[src/rtl/uart_csr_pkg.sv]
package uart_csr_pkg;
    localparam int NFLAG = 6;
    // flag positions, in status-word order
    localparam int F_RRDY = 0;
    localparam int F_TRDY = 1;
    localparam int F_OE   = 2;
    localparam int F_BRK  = 3;
    localparam int F_FE   = 4;
    localparam int F_PE   = 5;

    localparam logic [4:0] A_DATA = 5'd0;
    localparam logic [4:0] A_CTRL = 5'd4;
    localparam logic [4:0] A_BAUD = 5'd8;
    localparam logic [4:0] A_CMD  = 5'd12;
    localparam logic [4:0] A_STAT = 5'd16;

    localparam int CMD_RX_POP  = 10;
    localparam int CMD_RX_CLR  = 11;
    localparam int CMD_TX_CLR  = 12;
    localparam int CMD_TRDY_LO = 13;
    localparam int CMD_TRDY_HI = 14;

    localparam int STAT_CNT_W = 5;

    typedef struct packed {
        logic [3:0] tx_thresh;
        logic [7:0] rdy_delay;
        logic       force_low;
        logic       flow_en;
        logic       two_stop;
        logic       parity_even;
        logic       parity_en;
        logic [2:0] word_bits;
        logic [5:0] irq_en;
    } ctrl_t;
endpackage

[src/rtl/uart_char_fifo.sv]
module uart_char_fifo #(
    parameter int DEPTH = 16,
    parameter int WIDTH = 8,
    localparam int PTR_W = $clog2(DEPTH),
    localparam int CNT_W = $clog2(DEPTH + 1)
) (
    input  logic             clk,
    input  logic             rst_n,
    input  logic             clr,
    input  logic             push,
    input  logic [WIDTH-1:0] din,
    input  logic             pop,
    output logic [WIDTH-1:0] head,
    output logic [CNT_W-1:0] count,
    output logic             full,
    output logic             empty
);
    logic [WIDTH-1:0] mem [DEPTH];
    logic [PTR_W-1:0] wr_ptr, rd_ptr;
    logic             do_push, do_pop;

    assign full    = (count == CNT_W'(DEPTH));
    assign empty   = (count == '0);
    assign do_push = push && !full && !clr;
    assign do_pop  = pop && !empty && !clr;
    assign head    = mem[rd_ptr];

    function automatic logic [PTR_W-1:0] step(input logic [PTR_W-1:0] p);
        return (p == PTR_W'(DEPTH - 1)) ? '0 : p + 1'b1;
    endfunction

    always_ff @(posedge clk) begin
        if (do_push) mem[wr_ptr] <= din;
    end

    always_ff @(posedge clk or negedge rst_n) begin
        if (!rst_n) begin
            wr_ptr <= '0;
            rd_ptr <= '0;
            count  <= '0;
        end else if (clr) begin
            wr_ptr <= '0;
            rd_ptr <= '0;
            count  <= '0;
        end else begin
            if (do_push) wr_ptr <= step(wr_ptr);
            if (do_pop)  rd_ptr <= step(rd_ptr);
            unique case ({do_push, do_pop})
                2'b10:   count <= count + 1'b1;
                2'b01:   count <= count - 1'b1;
                default: count <= count;
            endcase
        end
    end
endmodule

[src/rtl/uart_flag_bank.sv]
module uart_flag_bank #(
    parameter int N = 6
) (
    input  logic         clk,
    input  logic         rst_n,
    input  logic [N-1:0] hw_set,
    input  logic [N-1:0] sw_set,
    input  logic [N-1:0] sw_clr,
    output logic [N-1:0] flags
);
    for (genvar i = 0; i < N; i++) begin : g_flag
        always_ff @(posedge clk or negedge rst_n) begin
            if (!rst_n)
                flags[i] <= 1'b0;
            else
                flags[i] <= hw_set[i] | sw_set[i] | (flags[i] & ~sw_clr[i]);
        end
    end
endmodule

[src/rtl/uart_csr_frontend.sv]
module uart_csr_frontend
    import uart_csr_pkg::*;
#(
    parameter int DEPTH  = 16,
    parameter int CHAR_W = 8,
    localparam int CNT_W = $clog2(DEPTH + 1)
) (
    input  logic              clk,
    input  logic              rst_n,
    input  logic [4:0]        bus_addr,
    input  logic              bus_wr,
    input  logic [31:0]       bus_wdata,
    output logic [31:0]       bus_rdata,
    input  logic              rx_push,
    input  logic [CHAR_W-1:0] rx_char,
    input  logic              rx_break,
    input  logic              rx_frame_err,
    input  logic              rx_parity_err,
    input  logic              tx_pop,
    output logic [CHAR_W-1:0] tx_char,
    output logic              tx_empty,
    output logic [2:0]        cfg_word_bits,
    output logic              cfg_parity_en,
    output logic              cfg_parity_even,
    output logic              cfg_two_stop,
    output logic              cfg_flow_en,
    output logic              cfg_force_low,
    output logic [7:0]        cfg_rdy_delay,
    output logic [15:0]       baud_cfg,
    output logic              irq
);
    ctrl_t             ctrl_q;
    logic [15:0]       baud_q;
    logic [NFLAG-1:0]  flag_q, hw_set, sw_set, sw_clr, en_s;
    logic [CNT_W-1:0]  rx_count, tx_count;
    logic              rx_full, rx_empty, tx_full;
    logic [CHAR_W-1:0] rx_head;
    logic              wr_data, wr_ctrl, wr_baud, wr_cmd;
    logic [31:0]       cmd;

    assign wr_data = bus_wr && (bus_addr == A_DATA);
    assign wr_ctrl = bus_wr && (bus_addr == A_CTRL);
    assign wr_baud = bus_wr && (bus_addr == A_BAUD);
    assign wr_cmd  = bus_wr && (bus_addr == A_CMD);
    assign cmd     = wr_cmd ? bus_wdata : 32'd0;

    always_ff @(posedge clk or negedge rst_n) begin
        if (!rst_n) begin
            ctrl_q <= '0;
            baud_q <= '0;
        end else begin
            if (wr_ctrl) ctrl_q <= ctrl_t'(bus_wdata[$bits(ctrl_t)-1:0]);
            if (wr_baud) baud_q <= bus_wdata[15:0];
        end
    end

    uart_char_fifo #(.DEPTH(DEPTH), .WIDTH(CHAR_W)) u_rx_fifo (
        .clk, .rst_n,
        .clr   (cmd[CMD_RX_CLR]),
        .push  (rx_push),
        .din   (rx_char),
        .pop   (cmd[CMD_RX_POP]),
        .head  (rx_head),
        .count (rx_count),
        .full  (rx_full),
        .empty (rx_empty)
    );

    uart_char_fifo #(.DEPTH(DEPTH), .WIDTH(CHAR_W)) u_tx_fifo (
        .clk, .rst_n,
        .clr   (cmd[CMD_TX_CLR]),
        .push  (wr_data),
        .din   (bus_wdata[CHAR_W-1:0]),
        .pop   (tx_pop),
        .head  (tx_char),
        .count (tx_count),
        .full  (tx_full),
        .empty (tx_empty)
    );

    // event sources, command decode and enable remap into status order
    always_comb begin
        hw_set         = '0;
        hw_set[F_RRDY] = rx_push && !rx_full && !cmd[CMD_RX_CLR];
        hw_set[F_TRDY] = 32'(tx_count) <= 32'(ctrl_q.tx_thresh);
        hw_set[F_OE]   = rx_push && rx_full;
        hw_set[F_BRK]  = rx_break;
        hw_set[F_FE]   = rx_frame_err;
        hw_set[F_PE]   = rx_parity_err;

        sw_clr = {cmd[4], cmd[3], cmd[2], cmd[1], cmd[CMD_TRDY_LO], cmd[0]};
        sw_set = {cmd[9], cmd[8], cmd[7], cmd[6], cmd[CMD_TRDY_HI], cmd[5]};

        en_s = {ctrl_q.irq_en[4], ctrl_q.irq_en[3], ctrl_q.irq_en[2],
                ctrl_q.irq_en[1], ctrl_q.irq_en[5], ctrl_q.irq_en[0]};
    end

    uart_flag_bank #(.N(NFLAG)) u_flags (
        .clk, .rst_n,
        .hw_set (hw_set),
        .sw_set (sw_set),
        .sw_clr (sw_clr),
        .flags  (flag_q)
    );

    always_ff @(posedge clk or negedge rst_n) begin
        if (!rst_n) irq <= 1'b0;
        else        irq <= |(flag_q & en_s);
    end

    always_comb begin
        unique case (bus_addr)
            A_DATA:  bus_rdata = 32'(rx_head);
            A_CTRL:  bus_rdata = 32'(ctrl_q);
            A_BAUD:  bus_rdata = 32'(baud_q);
            A_STAT:  bus_rdata = 32'({STAT_CNT_W'(tx_count), STAT_CNT_W'(rx_count), flag_q});
            default: bus_rdata = 32'd0;
        endcase
    end

    assign cfg_word_bits   = ctrl_q.word_bits;
    assign cfg_parity_en   = ctrl_q.parity_en;
    assign cfg_parity_even = ctrl_q.parity_even;
    assign cfg_two_stop    = ctrl_q.two_stop;
    assign cfg_flow_en     = ctrl_q.flow_en;
    assign cfg_force_low   = ctrl_q.force_low;
    assign cfg_rdy_delay   = ctrl_q.rdy_delay;
    assign baud_cfg        = baud_q;
endmodule

[config.mk]
export PLATFORM = sky130hd
export DESIGN_NAME = uart_csr_frontend
export DESIGN_NICKNAME = d
export VERILOG_FILES = /design/src/rtl/uart_csr_pkg.sv /design/src/rtl/uart_char_fifo.sv /design/src/rtl/uart_flag_bank.sv /design/src/rtl/uart_csr_frontend.sv
export SDC_FILE = /design/constraint.sdc
export NUM_CORES = 1
export LEC_CHECK = 0
export BUFFER_PORTS_ARGS = -buffer_cell sky130_fd_sc_hd__buf_4
export CORE_UTILIZATION = 30
export DETAILED_ROUTE_END_ITERATION = 7
export SYNTH_ARGS = -nofsm -noshare
export SYNTH_HDL_FRONTEND = slang
export SYNTH_HIERARCHICAL = 1
export SYNTH_SLANG_ARGS = --single-unit
[constraint.sdc]
create_clock -name clk -period 4.4 [get_ports clk]
set_input_delay 0.88 -clock clk [delete_from_list [all_inputs] [get_ports clk]]
set_output_delay 0.88 -clock clk [all_outputs]
set_load 0.01 [all_outputs]
==> flow_metrics.py <==
metrics = {
    "cts": {
        "cts.reportedPaths.clkPinSlew_ns": 0.06,
        "h-tree-depth": 2,
        "cts_tree": "yes",
        "cts_buffers": 37,
        "clkLatencyLatePin_ns": 0.55,
        "clockBufferDepth": 3,
        "root_buffer": "clkbuf_16",
        "cts-hold-fix-buffers": 0,
        "numClockSinks": 331,
    },
    "timing": {
        "post-route-period-util": 0.961,
        "slew_viol_final": 0,
        "max_freq_mhz": 237,
        "period_minus_slack_ns": 4.23,
        "worst_pin_slew_ns": 0.815,
        "finalSetupViolCount": 0,
        "maxSlewHeadroom": 0.454,
        "setup_tns_ns": 0,
        "hold_viol": 0,
        "rsz0062_at_grt": "false",
        "finalClockSkew_ns": 0.0135,
    },
    "critical_path": {
        "crit_required_ns": 3.52,
        "worstPathCellList": "nor2b_1, buf_4, a221oi_1, o21ai_0, nand2_1, or3b_2, a21oi_1, a221o_1, buf_4",
        "worst-setup-path-type": "reg -> out",
        "cp-end-kind": "primary output",
        "timing.rr.start": "u_rx_fifo/count[1]$_DFFE_PN0P_",
        "reg2reg_slack_ns": 1.42,
        "cp.buffers_inverters": 2,
        "rr_worst_depth": 10,
        "cpPeakStageDelay_ns": 0.59,
        "critical-path-top-delay-family": "compound AO/OA/AOI/OAI gates",
        "worstPathArrival_ns": 3.35,
        "cp_max_fo": 14,
        "setup.worst_path.start_class": "flip-flop",
        "slowest_stage": "dfrtp_1",
        "rr_endpoint": "u_rx_fifo/count[4]$_DFFE_PN0P_",
        "crit_path_frequent_cell": "buf_4",
    },
    "flow_run": {
        "maxCapViolations": 0,
    },
    "floorplanning": {
        "start_util": 0.305,
        "core_mm2": 0.0479,
        "dieArea_mm2": 0.0496,
        "die_w_um": 223,
        "io_pins": 127,
        "fp.dieH_um": 223,
        "row_count": 80,
    },
    "placed_design": {
        "dp_hpwl_mm": 23.0,
        "portBuffers": 114,
        "routabilityCongestion": 0.782,
        "place_inst": 1676,
    },
    "outcome": {
        "status": "complete, no violations",
    },
    "detailed_routing": {
        "wl_mm": 34.3,
        "drtAntennaViolNets": 0,
        "routedWlPerCell_um": 19.7,
        "dr.first_iter.drc_count": 474,
        "via_per_inst": 4.90,
        "drt_first_pass_iters": 4,
        "vias": 8537,
        "route.detailed.drc": 0,
    },
    "grt": {
        "grt_pass1_vias": 8596,
        "grt.overflow.total": 0,
        "grt_max_degree": 61,
        "antenna_found_initial": 1,
        "grt_pass1_wl_mm": 52.5,
        "track_usage": 0.139,
    },
    "yosys": {
        "synth_area_mm2": 0.0146,
        "syn_inst": 972,
        "avgSynthCellArea_um2": 15.0,
        "ys.warnings.count": 6,
    },
    "power": {
        "p_leak_nw": 6.49,
        "powerDensity_mw_per_mm2": 523,
        "vdd_drop_max_mv": 0.289,
    },
    "hold_path": {
        "hold_path_class": "in -> async",
    },
    "cells_and_area": {
        "mostFrequentLayoutCells": "edfxtp_1, buf_4, dfrtp_1",
        "n_antenna_cell": 0,
        "drive_gt1_frac": 0.283,
        "fin_nets": 1176,
        "stdcell_count": 1742,
        "final_common_cell": "edfxtp_1",
        "final_util": 0.361,
        "area_growth_syn_to_layout_pct": 18.5,
    },
}
==> registers in the layout (all words and copies together) (netlist names) <==
| register | count |
|---|---|
| u_tx_fifo/count | 5 |
| cfg_flow_en | 1 |
| u_rx_fifo/mem | 128 |
| cfg_rdy_delay | 8 |
| u_rx_fifo/wr_ptr | 4 |
| cfg_parity_even | 1 |
| baud_cfg | 16 |
| u_tx_fifo/wr_ptr | 4 |
| u_tx_fifo/rd_ptr | 4 |
| irq | 1 |
| cfg_word_bits | 3 |
| cfg_parity_en | 1 |
| u_rx_fifo/count | 5 |
| u_flags/flags | 6 |
| cfg_force_low | 1 |
| cfg_two_stop | 1 |
| u_rx_fifo/rd_ptr | 4 |
| u_tx_fifo/mem | 128 |
| ctrl_q | 10 |
==> routing by layer <==
layer | global-route usage | share of wire | vias to the layer above | routed length (um)
met3 | 0.0276 | 0.051 | 55 | 1760
met1 | 0.189 | 0.45 | 4315 | 15500
met5 | 0 | 0.00038 | - | 13
li1 | - | - | 3962 | -
met2 | 0.220 | 0.47 | 203 | 16100
met4 | 0.0512 | 0.026 | 2 | 891
==> worst max-delay path by stage <==
stage | startpoint | to | slack [ns] | cells past startpoint
finish | u_rx_fifo/rd_ptr[2]$_DFFE_PN0P_ | bus_rdata[6] | 0.17 | 9
global route | u_rx_fifo/rd_ptr[2]$_DFFE_PN0P_ | bus_rdata[6] | 0.03 | 9
CTS | u_rx_fifo/rd_ptr[0]$_DFFE_PN0P_ | bus_rdata[0] | 0.13 | 9
detailed placement | u_rx_fifo/rd_ptr[0]$_DFFE_PN0P_ | bus_rdata[0] | 0.60 | 9
global placement | u_rx_fifo/rd_ptr[0]$_DFFE_PN0P_ | bus_rdata[6] | 0.62 | 8
floorplan | bus_addr[4] | u_rx_fifo/count[4]$_DFFE_PN0P_ | 0.83 | 13
==> power by group <==
| group | internal, mW | switching [mW] |
|---|---|---|
| Combinational | 1.06 | 1.07 |
| Clock | 1.63 | 1.25 |
| Sequential | 3.66 | 0.390 |
| Total | 6.36 | 2.71 |
==> through the flow <==
stage | cell area, um^2 | setup slack [ns] | power, mW | hold WS (ns)
after floorplan | 14600 | 0.834 | 5.48 | 0.489
after global placement | 16200 | 0.615 | 6.22 | 0.510
after detailed placement | 16200 | 0.598 | 6.26 | 0.514
after CTS | 17300 | 0.130 | 9.18 | 0.425
after global routing | 17300 | 0.0286 | 9.55 | 0.470
final | 17300 | 0.174 | 9.06 | 0.425
==> what timing repair did <==
item,4_1_cts,5_1_grt
gates resized for setup,1,1
pin swaps,0,0
buffers inserted,0,1
setup endpoints to repair,1,2
==> layout make-up <==
cell class,count,area (um^2)
flip-flops and latches,331,9570
multi-input cells,551,4590
clock inverters,17,159
fillers,4494,30600
repair buffers,156,1190
clock buffers,48,967
well taps,615,769
inverters,24,90.1
==> worst reg2reg max path, stage by stage (launching register included) <==
cell and delay [ns]:
dfrtp_1 0.44, or4_1 0.68, o21ai_2 0.32, a211o_1 0.21
inv_1 0.09, ha_1 0.33, nand2b_1 0.07, a21oi_1 0.29
mux2i_1 0.23, a32oi_1 0.07, a21oi_1 0.16
No activity file was read; power rests on OpenSTA's default activity.
